$ cat src/rtl/usbrx_pkg.sv
package usbrx_pkg;

    // Line state encoded as {D+, D-}
    typedef enum logic [1:0] {
        LS_SE0 = 2'b00,
        LS_J   = 2'b01,
        LS_K   = 2'b10,
        LS_SE1 = 2'b11
    } line_state_e;

    typedef enum logic [1:0] {
        TM_IDLE,
        TM_HUNT,
        TM_CONFIRM,
        TM_RUN
    } timer_state_e;

    localparam int SYNC_STAGES = 2;
    localparam int STUFF_RUN   = 6;
    localparam int BYTE_W      = 8;

endpackage

$ cat src/rtl/usbrx_line_sync.sv
module usbrx_line_sync
    import usbrx_pkg::*;
(
    input  logic        clk,
    input  logic        rst_n,
    input  logic        dp_raw,
    input  logic        dm_raw,
    output line_state_e state_o
);

    typedef struct packed {
        logic [SYNC_STAGES-1:0][1:0] pipe;
        line_state_e                 state;
        logic [1:0]                  warm;
    } ls_regs_t;

    ls_regs_t r_q, r_d;

    always_comb begin
        r_d = r_q;
        r_d.pipe[0] = {dp_raw, dm_raw};
        for (int i = 1; i < SYNC_STAGES; i++) begin
            r_d.pipe[i] = r_q.pipe[i-1];
        end
        r_d.state = line_state_e'(r_q.pipe[SYNC_STAGES-1]);
        if (r_q.warm != 2'd3) begin
            r_d.warm = r_q.warm + 2'd1;
        end
    end

    always_ff @(posedge clk or negedge rst_n) begin
        if (!rst_n) begin
            r_q.pipe  <= {SYNC_STAGES{2'b01}};
            r_q.state <= LS_J;
            r_q.warm  <= 2'd0;
        end else begin
            r_q <= r_d;
        end
    end

    assign state_o = r_q.state;

    // decoded state follows the raw pins three clocks later
    p_decode_r1: assert property (@(posedge clk) disable iff (!rst_n)
        (r_q.warm == 2'd3) |-> (2'(r_q.state) == $past({dp_raw, dm_raw}, 3)));

endmodule

$ cat src/rtl/usbrx_bit_timer.sv
module usbrx_bit_timer
    import usbrx_pkg::*;
#(
    parameter int BIT_INT  = 10,
    parameter int FRAC_NUM = 2,
    parameter int FRAC_DEN = 3
) (
    input  logic        clk,
    input  logic        rst_n,
    input  line_state_e line_i,
    output logic        samp_stb_o,
    output line_state_e samp_state_o,
    output logic        lock_o
);

    localparam int FIRST_WAIT = BIT_INT + (BIT_INT + 1) / 2;
    localparam int CNT_W      = $clog2(FIRST_WAIT + 1);
    localparam int ACC_W      = $clog2(FRAC_DEN + FRAC_NUM + 1);
    localparam int GAP_W      = CNT_W + 1;

    typedef struct packed {
        timer_state_e      st;
        logic [CNT_W-1:0]  cnt;
        logic [ACC_W-1:0]  acc;
        logic              stb;
        line_state_e       sstate;
        logic              lock;
    } tm_regs_t;

    tm_regs_t r_q, r_d;

    logic [ACC_W-1:0] acc_sum;
    logic             leap;
    logic [ACC_W-1:0] acc_wrapped;
    logic [CNT_W-1:0] slot_reload;

    always_comb begin
        acc_sum     = r_q.acc + ACC_W'(FRAC_NUM);
        leap        = (acc_sum >= ACC_W'(FRAC_DEN));
        acc_wrapped = leap ? (acc_sum - ACC_W'(FRAC_DEN)) : acc_sum;
        slot_reload = CNT_W'(BIT_INT - 1) + CNT_W'(leap);

        r_d      = r_q;
        r_d.stb  = 1'b0;
        r_d.lock = 1'b0;

        case (r_q.st)
            TM_IDLE: begin
                if (line_i == LS_J) begin
                    r_d.st = TM_HUNT;
                end
            end
            TM_HUNT: begin
                if (line_i == LS_K) begin
                    r_d.st  = TM_CONFIRM;
                    r_d.cnt = CNT_W'(FIRST_WAIT - 1);
                    r_d.acc = '0;
                end else if (line_i != LS_J) begin
                    r_d.st = TM_IDLE;
                end
            end
            TM_CONFIRM: begin
                if (r_q.cnt != '0) begin
                    r_d.cnt = r_q.cnt - CNT_W'(1);
                end else if (line_i == LS_K) begin
                    r_d.st   = TM_RUN;
                    r_d.lock = 1'b1;
                    r_d.acc  = acc_wrapped;
                    r_d.cnt  = slot_reload;
                end else if (line_i == LS_J) begin
                    r_d.st = TM_HUNT;
                end else begin
                    r_d.st = TM_IDLE;
                end
            end
            TM_RUN: begin
                if (r_q.cnt != '0) begin
                    r_d.cnt = r_q.cnt - CNT_W'(1);
                end else begin
                    r_d.stb    = 1'b1;
                    r_d.sstate = line_i;
                    r_d.acc    = acc_wrapped;
                    r_d.cnt    = slot_reload;
                    if (line_i == LS_SE0) begin
                        r_d.st = TM_IDLE;
                    end
                end
            end
            default: r_d.st = TM_IDLE;
        endcase
    end

    always_ff @(posedge clk or negedge rst_n) begin
        if (!rst_n) begin
            r_q.st     <= TM_IDLE;
            r_q.cnt    <= '0;
            r_q.acc    <= '0;
            r_q.stb    <= 1'b0;
            r_q.sstate <= LS_J;
            r_q.lock   <= 1'b0;
        end else begin
            r_q <= r_d;
        end
    end

    assign samp_stb_o   = r_q.stb;
    assign samp_state_o = r_q.sstate;
    assign lock_o       = r_q.lock;

    // Checker support: clocks since the last lock or sample strobe
    logic [GAP_W-1:0] since_q;
    logic             armed_q;

    always_ff @(posedge clk or negedge rst_n) begin
        if (!rst_n) begin
            since_q <= '0;
            armed_q <= 1'b0;
        end else begin
            if (r_q.stb || r_q.lock) begin
                since_q <= GAP_W'(1);
            end else if (since_q != '1) begin
                since_q <= since_q + GAP_W'(1);
            end
            if (r_q.lock) begin
                armed_q <= 1'b1;
            end
        end
    end

    // sample spacing is the whole bit length or one leap clock more
    p_spacing_r3: assert property (@(posedge clk) disable iff (!rst_n)
        (armed_q && r_q.stb) |->
            (since_q == GAP_W'(BIT_INT) || since_q == GAP_W'(BIT_INT + 1)));

    // lock is only declared on a confirmed second K
    p_lock_needs_k_r2: assert property (@(posedge clk) disable iff (!rst_n)
        r_q.lock |-> $past(line_i == LS_K));

endmodule

$ cat src/rtl/usbrx_deser.sv
module usbrx_deser
    import usbrx_pkg::*;
#(
    parameter int MAX_BYTES = 11
) (
    input  logic              clk,
    input  logic              rst_n,
    input  logic              samp_stb_i,
    input  line_state_e       samp_state_i,
    input  logic              lock_i,
    output logic              rx_valid_o,
    output logic [BYTE_W-1:0] rx_data_o,
    output logic              pkt_start_o,
    output logic              pkt_end_o,
    output logic              pkt_partial_o,
    output logic              rx_overflow_o
);

    localparam int CNT_W     = $clog2(MAX_BYTES + 1);
    localparam int ONES_W    = $clog2(STUFF_RUN + 1);
    localparam int BITCNT_W  = $clog2(BYTE_W);

    typedef struct packed {
        logic                active;
        logic                prev_lvl;
        logic [ONES_W-1:0]   ones;
        logic [BITCNT_W-1:0] bitcnt;
        logic [BYTE_W-1:0]   shreg;
        logic [CNT_W-1:0]    nbytes;
        logic                ovf;
        logic                valid;
        logic [BYTE_W-1:0]   data;
        logic                start;
        logic                endp;
        logic                partial;
    } ds_regs_t;

    ds_regs_t r_q, r_d;

    logic [1:0]        st_bits;
    logic              lvl;
    logic              bit_val;
    logic [BYTE_W-1:0] shifted;

    always_comb begin
        st_bits = samp_state_i;
        lvl     = st_bits[0];
        bit_val = (lvl == r_q.prev_lvl);
        shifted = {bit_val, r_q.shreg[BYTE_W-1:1]};

        r_d         = r_q;
        r_d.valid   = 1'b0;
        r_d.start   = 1'b0;
        r_d.endp    = 1'b0;
        r_d.partial = 1'b0;

        if (lock_i) begin
            r_d.active   = 1'b1;
            r_d.prev_lvl = 1'b0;     // last sync bit is K (D- low)
            r_d.ones     = '0;
            r_d.bitcnt   = '0;
            r_d.shreg    = '0;
            r_d.nbytes   = '0;
            r_d.ovf      = 1'b0;
            r_d.start    = 1'b1;
        end else if (samp_stb_i && r_q.active) begin
            if (samp_state_i == LS_SE0) begin
                r_d.active  = 1'b0;
                r_d.endp    = 1'b1;
                r_d.partial = (r_q.bitcnt != '0);
            end else begin
                r_d.prev_lvl = lvl;
                if (r_q.ones == ONES_W'(STUFF_RUN)) begin
                    r_d.ones = '0;
                end else begin
                    r_d.shreg  = shifted;
                    r_d.ones   = bit_val ? (r_q.ones + ONES_W'(1)) : '0;
                    r_d.bitcnt = r_q.bitcnt + BITCNT_W'(1);
                    if (r_q.bitcnt == BITCNT_W'(BYTE_W - 1)) begin
                        r_d.bitcnt = '0;
                        if (r_q.nbytes < CNT_W'(MAX_BYTES)) begin
                            r_d.valid  = 1'b1;
                            r_d.data   = shifted;
                            r_d.nbytes = r_q.nbytes + CNT_W'(1);
                        end else begin
                            r_d.ovf = 1'b1;
                        end
                    end
                end
            end
        end
    end

    always_ff @(posedge clk or negedge rst_n) begin
        if (!rst_n) begin
            r_q <= '0;
        end else begin
            r_q <= r_d;
        end
    end

    assign rx_valid_o    = r_q.valid;
    assign rx_data_o     = r_q.data;
    assign pkt_start_o   = r_q.start;
    assign pkt_end_o     = r_q.endp;
    assign pkt_partial_o = r_q.partial;
    assign rx_overflow_o = r_q.ovf;

    // start is a single-cycle pulse
    p_start_pulse_r2: assert property (@(posedge clk) disable iff (!rst_n)
        r_q.start |=> !r_q.start);

    // end only follows a sampled SE0
    p_end_on_se0_r7: assert property (@(posedge clk) disable iff (!rst_n)
        r_q.endp |-> $past(samp_stb_i && samp_state_i == LS_SE0));

    // a byte is only presented after a data sample
    p_valid_after_sample_r6: assert property (@(posedge clk) disable iff (!rst_n)
        r_q.valid |-> $past(samp_stb_i && samp_state_i != LS_SE0));

    // partial flag only accompanies the end pulse
    p_partial_with_end_r8: assert property (@(posedge clk) disable iff (!rst_n)
        r_q.partial |-> r_q.endp);

    // no byte is presented while overflow is flagged
    p_no_valid_in_overflow_r9: assert property (@(posedge clk) disable iff (!rst_n)
        r_q.ovf |-> !r_q.valid);

endmodule

$ cat src/rtl/usb_ls_rx.sv
module usb_ls_rx
    import usbrx_pkg::*;
#(
    parameter int BIT_INT   = 10,
    parameter int FRAC_NUM  = 2,
    parameter int FRAC_DEN  = 3,
    parameter int MAX_BYTES = 11
) (
    input  logic       clk,
    input  logic       rst_n,
    input  logic       dp_raw,
    input  logic       dm_raw,
    output logic       rx_valid,
    output logic [7:0] rx_data,
    output logic       pkt_start,
    output logic       pkt_end,
    output logic       pkt_partial,
    output logic       rx_overflow
);

    line_state_e line_state;
    logic        samp_stb;
    line_state_e samp_state;
    logic        lock;

    usbrx_line_sync u_line (
        .clk     (clk),
        .rst_n   (rst_n),
        .dp_raw  (dp_raw),
        .dm_raw  (dm_raw),
        .state_o (line_state)
    );

    usbrx_bit_timer #(
        .BIT_INT  (BIT_INT),
        .FRAC_NUM (FRAC_NUM),
        .FRAC_DEN (FRAC_DEN)
    ) u_timer (
        .clk          (clk),
        .rst_n        (rst_n),
        .line_i       (line_state),
        .samp_stb_o   (samp_stb),
        .samp_state_o (samp_state),
        .lock_o       (lock)
    );

    usbrx_deser #(
        .MAX_BYTES (MAX_BYTES)
    ) u_deser (
        .clk           (clk),
        .rst_n         (rst_n),
        .samp_stb_i    (samp_stb),
        .samp_state_i  (samp_state),
        .lock_i        (lock),
        .rx_valid_o    (rx_valid),
        .rx_data_o     (rx_data),
        .pkt_start_o   (pkt_start),
        .pkt_end_o     (pkt_end),
        .pkt_partial_o (pkt_partial),
        .rx_overflow_o (rx_overflow)
    );

endmodule

$ cat config.mk
export PLATFORM = sky130hd
export DESIGN_NAME = usb_ls_rx
export DESIGN_NICKNAME = d
export VERILOG_FILES = /design/src/rtl/usbrx_pkg.sv /design/src/rtl/usbrx_line_sync.sv /design/src/rtl/usbrx_bit_timer.sv /design/src/rtl/usbrx_deser.sv /design/src/rtl/usb_ls_rx.sv
export SDC_FILE = /design/constraint.sdc
export NUM_CORES = 1
export LEC_CHECK = 0
export ABC_CLOCK_PERIOD_IN_PS = 2100
export BUFFER_PORTS_ARGS = -buffer_cell sky130_fd_sc_hd__buf_4
export CAP_MARGIN = 10
export CORE_MARGIN = 2
export CORE_UTILIZATION = 50
export DETAILED_ROUTE_END_ITERATION = 8
export PLACE_DENSITY = 0.65
export SYNTH_ARGS = -nofsm -noshare
export SYNTH_HDL_FRONTEND = slang
export SYNTH_HIERARCHICAL = 1
export SYNTH_SLANG_ARGS = --single-unit
$ cat constraint.sdc
create_clock -name clk -period 2.1 [get_ports clk]
set_input_delay 0.42 -clock clk [delete_from_list [all_inputs] [get_ports clk]]
set_output_delay 0.42 -clock clk [all_outputs]
set_load 0.03 [all_outputs]
## Yosys cells after proc, flatten, opt, wreduce, memory -nomap -nowiden

Index checks and enable logic that the tools add are counted.
Widths: inputs -> output; s select.

- $add $sub $neg: 7
- Magnitude comparators: 2
- Equal/unequal tests: 20
- Muxes and demuxes: 38
- Bitwise operators: 4
- Reduce and logical (&&, ||, !) cells: 21

Operators by type and width:

| operator | number |
|---|---|
| $mux 30 | 1 |
| $mux 29 | 1 |
| $mux 25 | 1 |
| $mux 21 | 1 |
| $pmux 7 s3 | 1 |
| $mux 2 | 10 |
| $reduce_and 5->1 | 4 |
| $mux 3 | 6 |
| $mux 9 | 2 |
| $mux 14 | 1 |
| $mux 7 | 2 |
| $mux 4 | 3 |
| $ne 2x1->1 const B | 5 |
| $ne 2x2->1 const B | 5 |
| $pmux 2 s4 | 1 |
| $reduce_bool 2->1 | 4 |
| $mux 1 | 7 |
| $add 3x1->3 const B | 2 |
| $eq 2x2->1 const B | 3 |
| $eq 3x3->1 const B | 2 |
| $logic_not 2->1 | 3 |
| $mux 6 | 1 |
| $ne 3x1->1 const B | 2 |
| $reduce_and 2->1 | 3 |
| 15 further kinds | 21 |

- Bits in registers: 52
- Input bits: 4
- Output and inout bits: 13

## Depth between registers and ports, before layout

Gate-level depths: netlist of the first run.

- Depth in word-level cells: 7
- Depth in mapped cells: 8
- Depth with buffers taken out: 8

## Modules after synthesis

Netlist of the first run, hierarchy kept.

By module, submodules not included:

| module | times used | cells each | area an instance (µm²) | sequential area each (µm²) |
|---|---|---|---|---|
| usbrx_deser | 1 | 144 | 1584.0 | 800.8 |
| usbrx_bit_timer | 1 | 93 | 830.8 | 326.6 |
| usbrx_line_sync | 1 | 6 | 153.9 | 153.9 |

## Least setup slack after synthesis of the first run

No wires, ideal clock.

- Path kind: reg-to-reg
- From: register u_deser/r_q[13] (netlist name)
- To: register u_deser.r_q (netlist bit u_deser/rx_data_o[0])
- Library setup time: 0.125 ns
- Arrival: 1.771 ns
- Data required time: 1.975 ns
- Setup slack: 0.204 ns
- Cell stages (with the launch flop): 6
- Path buffers: 1
- Clock period less this slack: 1.896 ns
- Cells stage by stage: dfrtp_1 -> ha_1 -> o21a_1 -> or4_4 -> buf_6 -> mux2_4

- Cells in the longest elaborated chain, start to end: 2

RTL lines:

| element | line | text |
|---|---|---|
| start: declaration | usbrx_deser.sv:38 | `ds_regs_t r_q, r_d;` |
| start signal: assignment | usbrx_deser.sv:98 | `r_q <= r_d;` |
| $lt 4x4->1 | usbrx_deser.sv:81 | `if (r_q.nbytes < CNT_W'(MAX_BYTES)) begin` |
| $reduce_and 6->1 (no line) | -- |  |

Every way passes these cells.
A chain may end at the register's enable or synchronous reset.

## Final worst setup path of the first run

- From: register u_deser/r_q[13] (netlist name)
- To: register u_deser.r_q (netlist bit u_deser/rx_data_o[1])

Same word-level chain as after synthesis.

==> summary.txt, run 1 <==
STA
  • Final max-slew violation count: 0
  • Least-Margin Pin Slew: 0.625 ns
  • Unrepaired setup endpoints after global routing: false
  • Final Hold Viols: 0
  • Endpoints failing setup: 0
  • Sum Neg Setup Slack: 0 ns
  • Worst clock skew: 0.0122 ns
  • Period Utilization, post-route: 0.950
  • Final min period: 2.00 ns
  • Slew Limit Headroom: 0.583
  • F_max: 0.501 GHz

Cells and area
  • Fin nets: 272
  • Fill count: 452
  • Share of layout cells above drive strength 1: 0.182
  • Synth-to-layout area growth: 8.28%
  • # diodes: 0

Logic synthesis
  • Synth Instances: 243
  • Synth Area per Inst: 10.6 um2
  • Yosys top cell area share: 0.458
  • Post-synth EDFFs: 0
  • Distinct cell type count after synthesis: 46
  • Syn nets: 263
  • Cell taking the most area after synthesis: dfrtp_1
  • Synth warn: 6
  • Cell Area, Synth: 0.00257 mm2
  • Async set-reset flop share out of synthesis: 1.00
  • Area contributors post-synth: dfrtp_1 46%, ha_1 7.8%, mux2_4 4.7%, o21ai_0 4.3%, dfstp_2 4.1%
  • Post-synth top cells: 47 x dfrtp_1, 22 x o21ai_0, 17 x inv_1, 16 x a21oi_1, 16 x ha_1
  • Top-count cell post-synth: dfrtp_1
  • Synth Register Bits: 51
  • Main synth FF type: dfrtp_1
  • Seq/Total Area, Yosys: 0.499

Clock network
  • CTS hold repair buffers: 0
  • CTS root buffer: clkbuf_8
  • CTS tree: done
  • Resize count post-CTS: 0
  • Clk buf depth: 2
  • Buffer count from post-CTS setup fixing: 0
  • Total CTS buffers: 5
  • Clock transition at the registers of the reported paths: 0.09 ns
  • Htree depth: 2
  • Clock Latency Late Sink: 0.30 ns
  • Clock Sinks: 51

Setup path
  • Reg-to-Reg End: u_deser/rx_data_o[1]
  • Crit path kind: reg2reg
  • End of the critical path: u_deser/rx_data_o[1]
  • WP data arrival: 2.18 ns
  • Reg2Reg Launch Point: u_deser/r_q[13]
  • Startpoint types: flop
  • R2R setup slack: 0.10 ns
  • CP max FO: 9
  • Setup crit end kind: flop
  • Cell depth of the worst flop-to-flop path: 4
  • Critical Path RT: 2.29 ns
  • CP startpoint: u_deser/r_q[13]

Pwr
  • Pwr per Cell Area: 838 mW/mm2
  • Sequential power share: 0.528
  • Switching share of power: 0.317
  • Psw: 0.738 mW
  • Worst vdd ir: 459 uV
  • Comb pwr share: 0.239
  • Pleak: 1.31 nW
  • Clk pwr share: 0.233
  • Internal: 1.59 mW
  • Total power: 2.33 mW

Global route
  • First-pass GRT wire length: 7500 um
  • Vias in the first global route: 1583
  • Pin count of the biggest net entering global routing: 52
  • Total GRT Usage: 0.172
  • GRT overflow: 0
  • Initial antenna violation count: 0

Floorplanning
  • Core Area: 0.00504 mm2
  • Initial Util: 0.509
  • Die area: 0.00573 mm2
  • # IOs: 17
  • Die height: 75.7 um
  • Rows: 26
  • Horiz. Die Dim: 75.7 um

Routing
  • Post-route ant nets: 0
  • DRC errors left: 0
  • Drt pass-1 iters: 4
  • Via Count: 1778
  • WL/cell: 13.5 um
  • Vias per inst: 5.50
  • Final wirelength: 4370 um
  • DR iter-0 viols: 88

Placed design
  • Port buffer count: 16
  • Placer Congestion: 0.858
  • Detailed placer's ending HPWL: 3000 um

Hold path
  • HP Class: in2async

Job
  • Max Cap Viol: 0

Run status
  • Status: finished, final reports clean
## power groups by stage
stage	clock (mW)	sequential (mW)	combinational, mW
floorplan	0	1.20	0.450
global placement	0	1.25	0.544
detailed placement	0	1.25	0.567
CTS	0.570	1.23	0.567
global route	0.608	1.26	0.661
finish	0.543	1.23	0.556
## cells in the final DEF (no fill, tap or decap), drive strengths merged, types with 6 or more instances in the layout
cell type / n
a21oi: 16
nor2: 10
buf: 23
clkbuf: 6
o21ai: 22
mux2: 8
ha: 16
nand3: 15
dfrtp: 47
inv: 17
nand2: 14
## metal layers
| metal | up-vias | global-route usage | part of all wire |
|---|---|---|---|
| met5 | - | 0 | 0 |
| met4 | 0 | 0.0468 | 0.0085 |
| met3 | 4 | 0.0397 | 0.038 |
| met2 | 37 | 0.258 | 0.46 |
| met1 | 859 | 0.253 | 0.49 |
| li1 | 878 | - | - |
## area by class of cell
class                   instances  area [um2]  area share
inverters                      17        63.8      0.0229
repair buffers                 23         173      0.0621
flip-flops and latches         51        1280       0.461
clock inverters                 2        12.5     0.00450
clock buffers                   6        72.6      0.0261
well taps                      70        87.6      0.0315
multi-input cells             154        1090       0.392
## worst max-delay path, stage by stage (launching register included)
cell and delay, ns:
dfrtp_1 0.42, ha_1 0.25, o21a_1 0.22, or4_4 0.66
mux2_4 0.33
## cell families after synthesis
| family | Yosys count | share of synthesized area |
|---|---|---|
| AO/OA/AOI/OAI | 67 | 0.167 |
| XOR/XNOR | 1 | 0.00341 |
| adder cells (fa/ha/maj) | 16 | 0.0779 |
| buffers and inverters | 38 | 0.0765 |
| flip-flops | 51 | 0.499 |
| multiplexers | 9 | 0.0507 |
| AND/OR/NAND/NOR | 61 | 0.126 |
## metrics by stage
| step | setup WS (ns) | util | area (um2) | std cells | hold slack [ns] |
|---|---|---|---|---|---|
| after global placement | 0.165 | 0.535 | 2700 | 315 | 0.335 |
| after floorplan | 0.204 | - | 2570 | 243 | 0.124 |
| after global routing | 0.0529 | 0.552 | 2780 | 323 | 0.179 |
| after detailed placement | 0.134 | 0.535 | 2700 | 315 | 0.336 |
| after CTS | 0.109 | 0.552 | 2780 | 323 | 0.155 |
| final | 0.105 | 0.552 | 2780 | 323 | 0.131 |
## worst min path at each step
stage | from | to | slack, ns | cells past startpoint
final | rst_n | u_deser/rx_data_o[1] | 0.13 | 1
after floorplan | rst_n | u_deser/pkt_end_o | 0.12 | 0
after CTS | rst_n | u_deser/rx_data_o[1] | 0.15 | 1
after detailed placement | u_line/r_d[7] | u_line/r_d[3] | 0.34 | 0
after global routing | rst_n | u_deser/rx_data_o[1] | 0.18 | 1
after global placement | u_line/r_d[3] | u_line/state_o[1] | 0.33 | 0
## state kept, by name (all words and copies together), names as in the netlist
register and cells:
u_timer/r_q 9, u_deser/pkt_start_o 1, u_deser/pkt_end_o 1, u_timer/lock_o 1
u_line/r_d 4, u_deser/r_q 19, u_deser/pkt_partial_o 1, u_deser/rx_valid_o 1
u_deser/rx_overflow_o 1, u_timer/samp_stb_o 1, u_line/state_o 2, u_deser/rx_data_o 8
u_timer/samp_state_o 2
Power figures use the tool's default switching activity.
==> inputs of run 2 (changes only) <==
--- a/config.mk
+++ b/config.mk
@@ -9,9 +9,10 @@
 export BUFFER_PORTS_ARGS = -buffer_cell sky130_fd_sc_hd__buf_4
 export CAP_MARGIN = 10
 export CORE_MARGIN = 2
-export CORE_UTILIZATION = 50
+export CORE_UTILIZATION = 60
 export DETAILED_ROUTE_END_ITERATION = 8
-export PLACE_DENSITY = 0.65
+export HOLD_SLACK_MARGIN = 0.15
+export PLACE_DENSITY = 0.76
 export SYNTH_ARGS = -nofsm -noshare
 export SYNTH_HDL_FRONTEND = slang
 export SYNTH_HIERARCHICAL = 1
==> summary.txt, run 2 (same netlist as run 1, synthesis figures left out) <==
Floorplanning
  • Die area: 0.00482 mm2 (was 0.00573 mm2)
  • Horiz. Die Dim: 69.4 um (was 75.7 um)
  • Rows: 23 (was 26)
  • Initial Util: 0.633 (was 0.509)
  • Core Area: 0.00406 mm2 (was 0.00504 mm2)
  • Die height: 69.4 um (was 75.7 um)
  • # IOs: 17 (unchanged)

Cells and area
  • Synth-to-layout area growth: 8.72% (was 8.28%)
  • # diodes: 0 (unchanged)
  • Top reg by flops: u_deser/r_q (unchanged)
  • Most frequent cells in the layout: 47 x dfrtp_1, 24 x buf_4, 22 x o21ai_0, 17 x inv_1 (was 47 x dfrtp_1, 23 x buf_4, 22 x o21ai_0, 17 x inv_1)
  • Max reg flops: 19 (unchanged)
  • Leading cell type in the layout, fill and taps excluded: dfrtp_1 (unchanged)
  • Share of layout cells above drive strength 1: 0.188 (was 0.182)
  • Fin nets: 274 (was 272)
  • Fill count: 299 (was 452)

Setup path
  • Reg2Reg Launch Point: u_deser/r_q[13] (unchanged)
  • Slowest-stage cell, CP: or4_4 (unchanged)
  • Worst stage delay on the critical path: 0.66 ns (about the same)
  • Reg-to-Reg End: u_deser/rx_data_o[3] (was u_deser/rx_data_o[1])
  • Worst path top cell family by delay: simple AND/OR/NAND/NOR gates (unchanged)
  • Bufs and invs on worst path: 0 (unchanged)
  • Startpoint types: flop (unchanged)
  • Crit path cell chain: ha_1 -> o21a_1 -> or4_4 -> mux2_4 (unchanged)
  • Critical Path RT: 2.30 ns (was 2.29 ns)
  • R2R setup slack: 0.12 ns (was 0.10 ns)
  • WP data arrival: 2.18 ns (about the same)
  • CP max FO: 9 (unchanged)
  • Setup crit end kind: flop (unchanged)
  • Cell depth of the worst flop-to-flop path: 4 (unchanged)
  • CP startpoint: u_deser/r_q[13] (unchanged)
  • Crit path kind: reg2reg (unchanged)

Global route
  • Vias in the first global route: 1670 (was 1583)
  • Grt met1 use: 0.288 (was 0.253)
  • GRT overflow: 0 (unchanged)
  • Met2 Usage GRT: 0.308 (was 0.258)
  • Pin count of the biggest net entering global routing: 52 (unchanged)
  • Total GRT Usage: 0.202 (was 0.172)
  • Met3 usage: 0.0552 (was 0.0397)
  • Top Usage Layer GRT: met2 (unchanged)
  • Initial antenna violation count: 0 (unchanged)
  • First-pass GRT wire length: 7820 um (was 7500 um)

Pwr
  • Pwr per Cell Area: 864 mW/mm2 (was 838 mW/mm2)
  • Total power: 2.41 mW (was 2.33 mW)
  • Switching share of power: 0.312 (was 0.317)
  • Worst vdd ir: 595 uV (was 459 uV)
  • Internal: 1.66 mW (was 1.59 mW)
  • Sequential power share: 0.509 (was 0.528)
  • Clk pwr share: 0.255 (was 0.233)
  • Psw: 0.754 mW (was 0.738 mW)
  • Comb pwr share: 0.236 (was 0.239)
  • Pleak: 1.33 nW (was 1.31 nW)

Job
  • Max Cap Viol: 0 (unchanged)

Placed design
  • Place WS: 0.136 ns (was 0.134 ns)
  • Detailed placer's ending HPWL: 3140 um (was 3000 um)
  • Port buffer count: 16 (unchanged)
  • Placer Congestion: 0.879 (was 0.858)

STA
  • Slack of the critical path: 0.121 ns (was 0.105 ns)
  • F_max: 0.505 GHz (was 0.501 GHz)
  • Period Utilization, post-route: 0.942 (was 0.950)
  • Sum Neg Setup Slack: 0 ns (unchanged)
  • Hold WS: 0.217 ns (was 0.131 ns)
  • Final max-slew violation count: 0 (unchanged)
  • Endpoints failing setup: 0 (unchanged)
  • Unrepaired setup endpoints after global routing: false (unchanged)
  • Final Hold Viols: 0 (unchanged)
  • Final min period: 1.98 ns (was 2.00 ns)
  • Least-Margin Pin Slew: 0.661 ns (was 0.625 ns)
  • Worst clock skew: 0.00461 ns (was 0.0122 ns)
  • Slew Limit Headroom: 0.555 (was 0.583)

Hold path
  • HP Class: in2reg (was in2async)
  • Hold Crit Start: dm_raw
  • Hold path depth: 1
  • Hold EP: u_line/r_d[6]

Routing
  • Drt pass-1 iters: 4 (unchanged)
  • Post-route ant nets: 0 (unchanged)
  • Final wirelength: 4590 um (was 4370 um)
  • Via Count: 1781 (was 1778)
  • DRC errors left: 0 (unchanged)
  • Vias per inst: 5.84 (was 5.50)
  • DR iter-0 viols: 177 (was 88)
  • WL/cell: 15.0 um (was 13.5 um)

Clock network
  • Clock transition at the registers of the reported paths: 0.09 ns (about the same)
  • Htree depth: 2 (unchanged)
  • Total CTS buffers: 5 (unchanged)
  • Resize count post-CTS: 0 (unchanged)
  • Clock Latency Late Sink: 0.30 ns (about the same)
  • CTS root buffer: clkbuf_8 (unchanged)
  • Clk buf depth: 2 (unchanged)
  • CTS tree: done (unchanged)
  • Clock Sinks: 51 (unchanged)

Run status
  • Status: finished, final reports clean (unchanged)
run 2: changes by cell type in the layout (fill, tap and decap cells not counted):
| cell | previous run | this run |
|---|---|---|
| clkbuf_1 | 1 | 0 |
| buf_4 | 23 | 24 |
| dlygate4sd3_1 | 0 | 1 |
| clkbuf_8 | 5 | 7 |
| clkinv_2 | 1 | 0 |
run 2: worst register-to-register path, stage by stage, from the launching register on:
cell     delay (ns)
dfrtp_1        0.42
ha_1           0.25
o21a_1         0.22
or4_4          0.66
mux2_4         0.34
run 2: how the worst max path moves through the flow:
stage | end | cells past startpoint
after floorplan | u_deser/rx_data_o[0] | 5
after global placement | u_deser/rx_data_o[0] | 4
after detailed placement | u_deser/rx_data_o[7] | 4
after CTS | u_deser/rx_data_o[2] | 4
after global routing | u_deser/rx_data_o[4] | 4
final | u_deser/rx_data_o[3] | 4
run 2: repair_timing:
item | CTS | global route
hold buffers | 1 | 0
hold endpoints to repair | 29 | 0
buffers inserted | 0 | 0
run 2: area by class of cell:
type	count	area [um2]	area share
inverter	17	63.8	0.0228
clock inverter	1	7.51	0.00269
timing repair buffer	25	190	0.0681
tap	50	62.6	0.0224
clock buffer	7	96.3	0.0345
sequential	51	1280	0.459
multi-input combinational	154	1090	0.391
run 2: power by group through the flow:
stage	Combinational, mW	Clock (mW)	Sequential [mW]
floorplan	0.450	0	1.20
global placement	0.543	0	1.24
detailed placement	0.566	0	1.25
CTS	0.573	0.635	1.23
global route	0.664	0.680	1.25
finish	0.570	0.615	1.23
run 2: metal layers:
metal | vias to the layer above | part of all wire
met2 | 45 | 0.44
li1 | 887 | -
met5 | - | 0
met3 | 6 | 0.044
met1 | 843 | 0.50
met4 | 0 | 0.012
run 2: through the flow:
step	utilization	instance area, um2	std cells
finish	0.688	2790	305
global placement	0.660	2680	296
CTS	0.688	2790	305
detailed placement	0.660	2680	296
floorplan	-	2570	243
global route	0.688	2790	305
==> inputs of run 3 (changes only) <==
--- a/config.mk
+++ b/config.mk
@@ -5,14 +5,14 @@
 export SDC_FILE = /design/constraint.sdc
 export NUM_CORES = 1
 export LEC_CHECK = 0
-export ABC_CLOCK_PERIOD_IN_PS = 2100
+export ABC_CLOCK_PERIOD_IN_PS = 2430
 export BUFFER_PORTS_ARGS = -buffer_cell sky130_fd_sc_hd__buf_4
 export CAP_MARGIN = 10
 export CORE_MARGIN = 2
-export CORE_UTILIZATION = 60
+export CORE_UTILIZATION = 64
 export DETAILED_ROUTE_END_ITERATION = 8
 export HOLD_SLACK_MARGIN = 0.15
-export PLACE_DENSITY = 0.76
+export PLACE_DENSITY = 0.81
 export SYNTH_ARGS = -nofsm -noshare
 export SYNTH_HDL_FRONTEND = slang
 export SYNTH_HIERARCHICAL = 1
==> constraint.sdc (replaced) <==
create_clock -name clk -period 2.43 [get_ports clk]
set_input_delay 0.486 -clock clk [delete_from_list [all_inputs] [get_ports clk]]
set_output_delay 0.486 -clock clk [all_outputs]
set_load 0.03 [all_outputs]
==> summary.txt, run 3 (same netlist as run 1, synthesis figures left out) <==
Setup path
  • Slowest-stage cell, CP: or3b_1 (was or4_4)
  • Worst path top cell family by delay: simple AND/OR/NAND/NOR gates (unchanged)
  • Crit path kind: reg2reg (unchanged)
  • R2R setup slack: 0.42 ns (was 0.12 ns)
  • Critical Path RT: 2.66 ns (was 2.30 ns)
  • Worst stage delay on the critical path: 0.48 ns (was 0.66 ns)
  • Cell depth of the worst flop-to-flop path: 6 (was 4)
  • CP max FO: 9 (unchanged)
  • Startpoint types: flop (unchanged)
  • Reg-to-Reg End: u_timer/r_q[4] (was u_deser/rx_data_o[3])
  • Bufs and invs on worst path: 1 (was 0)
  • Reg2Reg Launch Point: u_timer/r_q[7] (was u_deser/r_q[13])
  • WP data arrival: 2.24 ns (was 2.18 ns)
  • Crit path cell chain: inv_1 -> ha_1 -> or3b_1 -> o22a_1 -> or3_1 -> a21oi_1 (was ha_1 -> o21a_1 -> or4_4 -> mux2_4)
  • Setup crit end kind: flop (unchanged)

Clock network
  • Buffer count from post-CTS setup fixing: 0 (unchanged)
  • Clk buf depth: 2 (unchanged)
  • Resize count post-CTS: 0 (unchanged)
  • Clock Latency Late Sink: 0.31 ns (was 0.30 ns)
  • Htree depth: 2 (unchanged)
  • Clock Sinks: 51 (unchanged)
  • CTS root buffer: clkbuf_8 (unchanged)
  • CTS hold repair buffers: 0 (was 1)
  • Total CTS buffers: 5 (unchanged)
  • CTS tree: done (unchanged)
  • Clock transition at the registers of the reported paths: 0.08 ns (was 0.09 ns)

Routing
  • Final wirelength: 4650 um (was 4590 um)
  • Via Count: 1781 (unchanged)
  • DR iter-0 viols: 161 (was 177)
  • DRC errors left: 0 (unchanged)
  • Post-route ant nets: 0 (unchanged)
  • Vias per inst: 5.92 (was 5.84)
  • Drt pass-1 iters: 4 (unchanged)
  • WL/cell: 15.5 um (was 15.0 um)

Pwr
  • Pwr per Cell Area: 736 mW/mm2 (was 864 mW/mm2)
  • Pleak: 1.31 nW (was 1.33 nW)
  • Worst vdd ir: 598 uV (was 595 uV)

Cells and area
  • Most frequent cells in the layout: 47 x dfrtp_1, 22 x o21ai_0, 21 x buf_4, 17 x inv_1 (was 47 x dfrtp_1, 24 x buf_4, 22 x o21ai_0, 17 x inv_1)
  • Fin nets: 270 (was 274)
  • Non-Filler Instances: 301 (was 305)
  • Synth-to-layout area growth: 6.67% (was 8.72%)
  • Max reg flops: 19 (unchanged)
  • Fill count: 316 (was 299)
  • Util after Layout: 0.695 (was 0.688)
  • # diodes: 0 (unchanged)
  • Top reg by flops: u_deser/r_q (unchanged)
  • Post-route cell area: 0.00274 mm2 (was 0.00279 mm2)
  • Share of layout cells above drive strength 1: 0.179 (was 0.188)
  • Leading cell type in the layout, fill and taps excluded: dfrtp_1 (unchanged)

STA
  • Slack of the critical path: 0.421 ns (was 0.121 ns)
  • F_max: 0.498 GHz (was 0.505 GHz)
  • Worst clock skew: 0.00841 ns (was 0.00461 ns)
  • Final max-slew violation count: 0 (unchanged)
  • Period Utilization, post-route: 0.827 (was 0.942)
  • Sum Neg Setup Slack: 0 ns (unchanged)
  • Endpoints failing setup: 0 (unchanged)
  • Slew Limit Headroom: 0.530 (was 0.555)
  • Final min period: 2.01 ns (was 1.98 ns)
  • Unrepaired setup endpoints after global routing: false (unchanged)
  • Least-Margin Pin Slew: 0.703 ns (was 0.661 ns)
  • Final Hold Viols: 0 (unchanged)

Placed design
  • Place WS: 0.447 ns (was 0.136 ns)
  • Placer Congestion: 0.822 (was 0.879)
  • Detailed placer's ending HPWL: 3160 um (was 3140 um)
  • DP Area: 0.00266 mm2 (was 0.00268 mm2)
  • Port buffer count: 16 (unchanged)
  • Placed insts: 293 (was 296)

Floorplanning
  • Die area: 0.00454 mm2 (was 0.00482 mm2)
  • Core Area: 0.00394 mm2 (was 0.00406 mm2)
  • Horiz. Die Dim: 67.4 um (was 69.4 um)
  • # IOs: 17 (unchanged)
  • Die height: 67.4 um (was 69.4 um)
  • Initial Util: 0.652 (was 0.633)
  • Rows: 23 (unchanged)

Global route
  • GRT overflow: 0 (unchanged)
  • Vias in the first global route: 1651 (was 1670)
  • First-pass GRT wire length: 7740 um (was 7820 um)
  • Total GRT Usage: 0.233 (was 0.202)
  • Pin count of the biggest net entering global routing: 52 (unchanged)
  • Initial antenna violation count: 0 (unchanged)

Job
  • Max Cap Viol: 0 (unchanged)

Hold path
  • HP Class: in2async (was in2reg)

Run status
  • Status: finished, final reports clean (unchanged)
## run 3: changes by cell type in the layout (fill, tap and decap cells not counted)
cell	delta
clkbuf_8	-2
buf_4	-3
clkinv_2	+3
dlygate4sd3_1	-1
clkinvlp_4	-1
## run 3: worst max path at each step
stage / cells after the start / start / endpoint / slack [ns]
3_3_place_gp: 6 / u_timer/r_q[7] / u_timer/r_q[4] / 0.50
6_report: 6 / u_timer/r_q[7] / u_timer/r_q[4] / 0.42
3_5_place_dp: 6 / u_timer/r_q[7] / u_timer/r_q[4] / 0.45
2_1_floorplan: 5 / u_deser/r_q[13] / u_deser/rx_data_o[0] / 0.53
4_1_cts: 6 / u_timer/r_q[7] / u_timer/r_q[4] / 0.43
5_1_grt: 6 / u_timer/r_q[7] / u_timer/r_q[4] / 0.29
## run 3: layer usage
| metal | global-route usage | up-vias | wire [um] |
|---|---|---|---|
| met4 | 0.0918 | 0 | 72 |
| met2 | 0.351 | 45 | 2210 |
| met1 | 0.322 | 855 | 2150 |
| met3 | 0.0633 | 6 | 219 |
| met5 | 0 | - | 0 |
| li1 | - | 875 | - |
## run 3: worst reg2reg max path, cell delays in order, from the launching register on
cell and delay, ns:
dfrtp_1 0.41, inv_1 0.11, ha_1 0.16, or3b_1 0.48
o22a_1 0.29, or3_1 0.36, a21oi_1 0.14
## run 3: area by class of cell
cell class	instances	area [um2]	area share
multi-input cells	154	1090	0.398
clock buffers	5	68.8	0.0251
well taps	50	62.6	0.0228
repair buffers	21	158	0.0575
inverters	17	63.8	0.0233
flip-flops and latches	51	1280	0.468
clock inverters	3	15.0	0.00548
## run 3: stage by stage
stage          hold WS [ns]  power, mW
2_1_floorplan         0.190       1.43
3_5_place_dp          0.339       1.55
3_3_place_gp          0.334       1.53
6_report              0.186       2.02
4_1_cts               0.217       2.02
5_1_grt               0.236       2.16
## run 3: power breakdown
part | leakage (nW) | switching [mW] | internal [mW] | total, mW
Combinational | 0.598 | 0.268 | 0.211 | 0.479
Clock | 0.0477 | 0.275 | 0.198 | 0.472
Sequential | 0.666 | 0.107 | 0.958 | 1.06
Total | 1.31 | 0.649 | 1.37 | 2.02
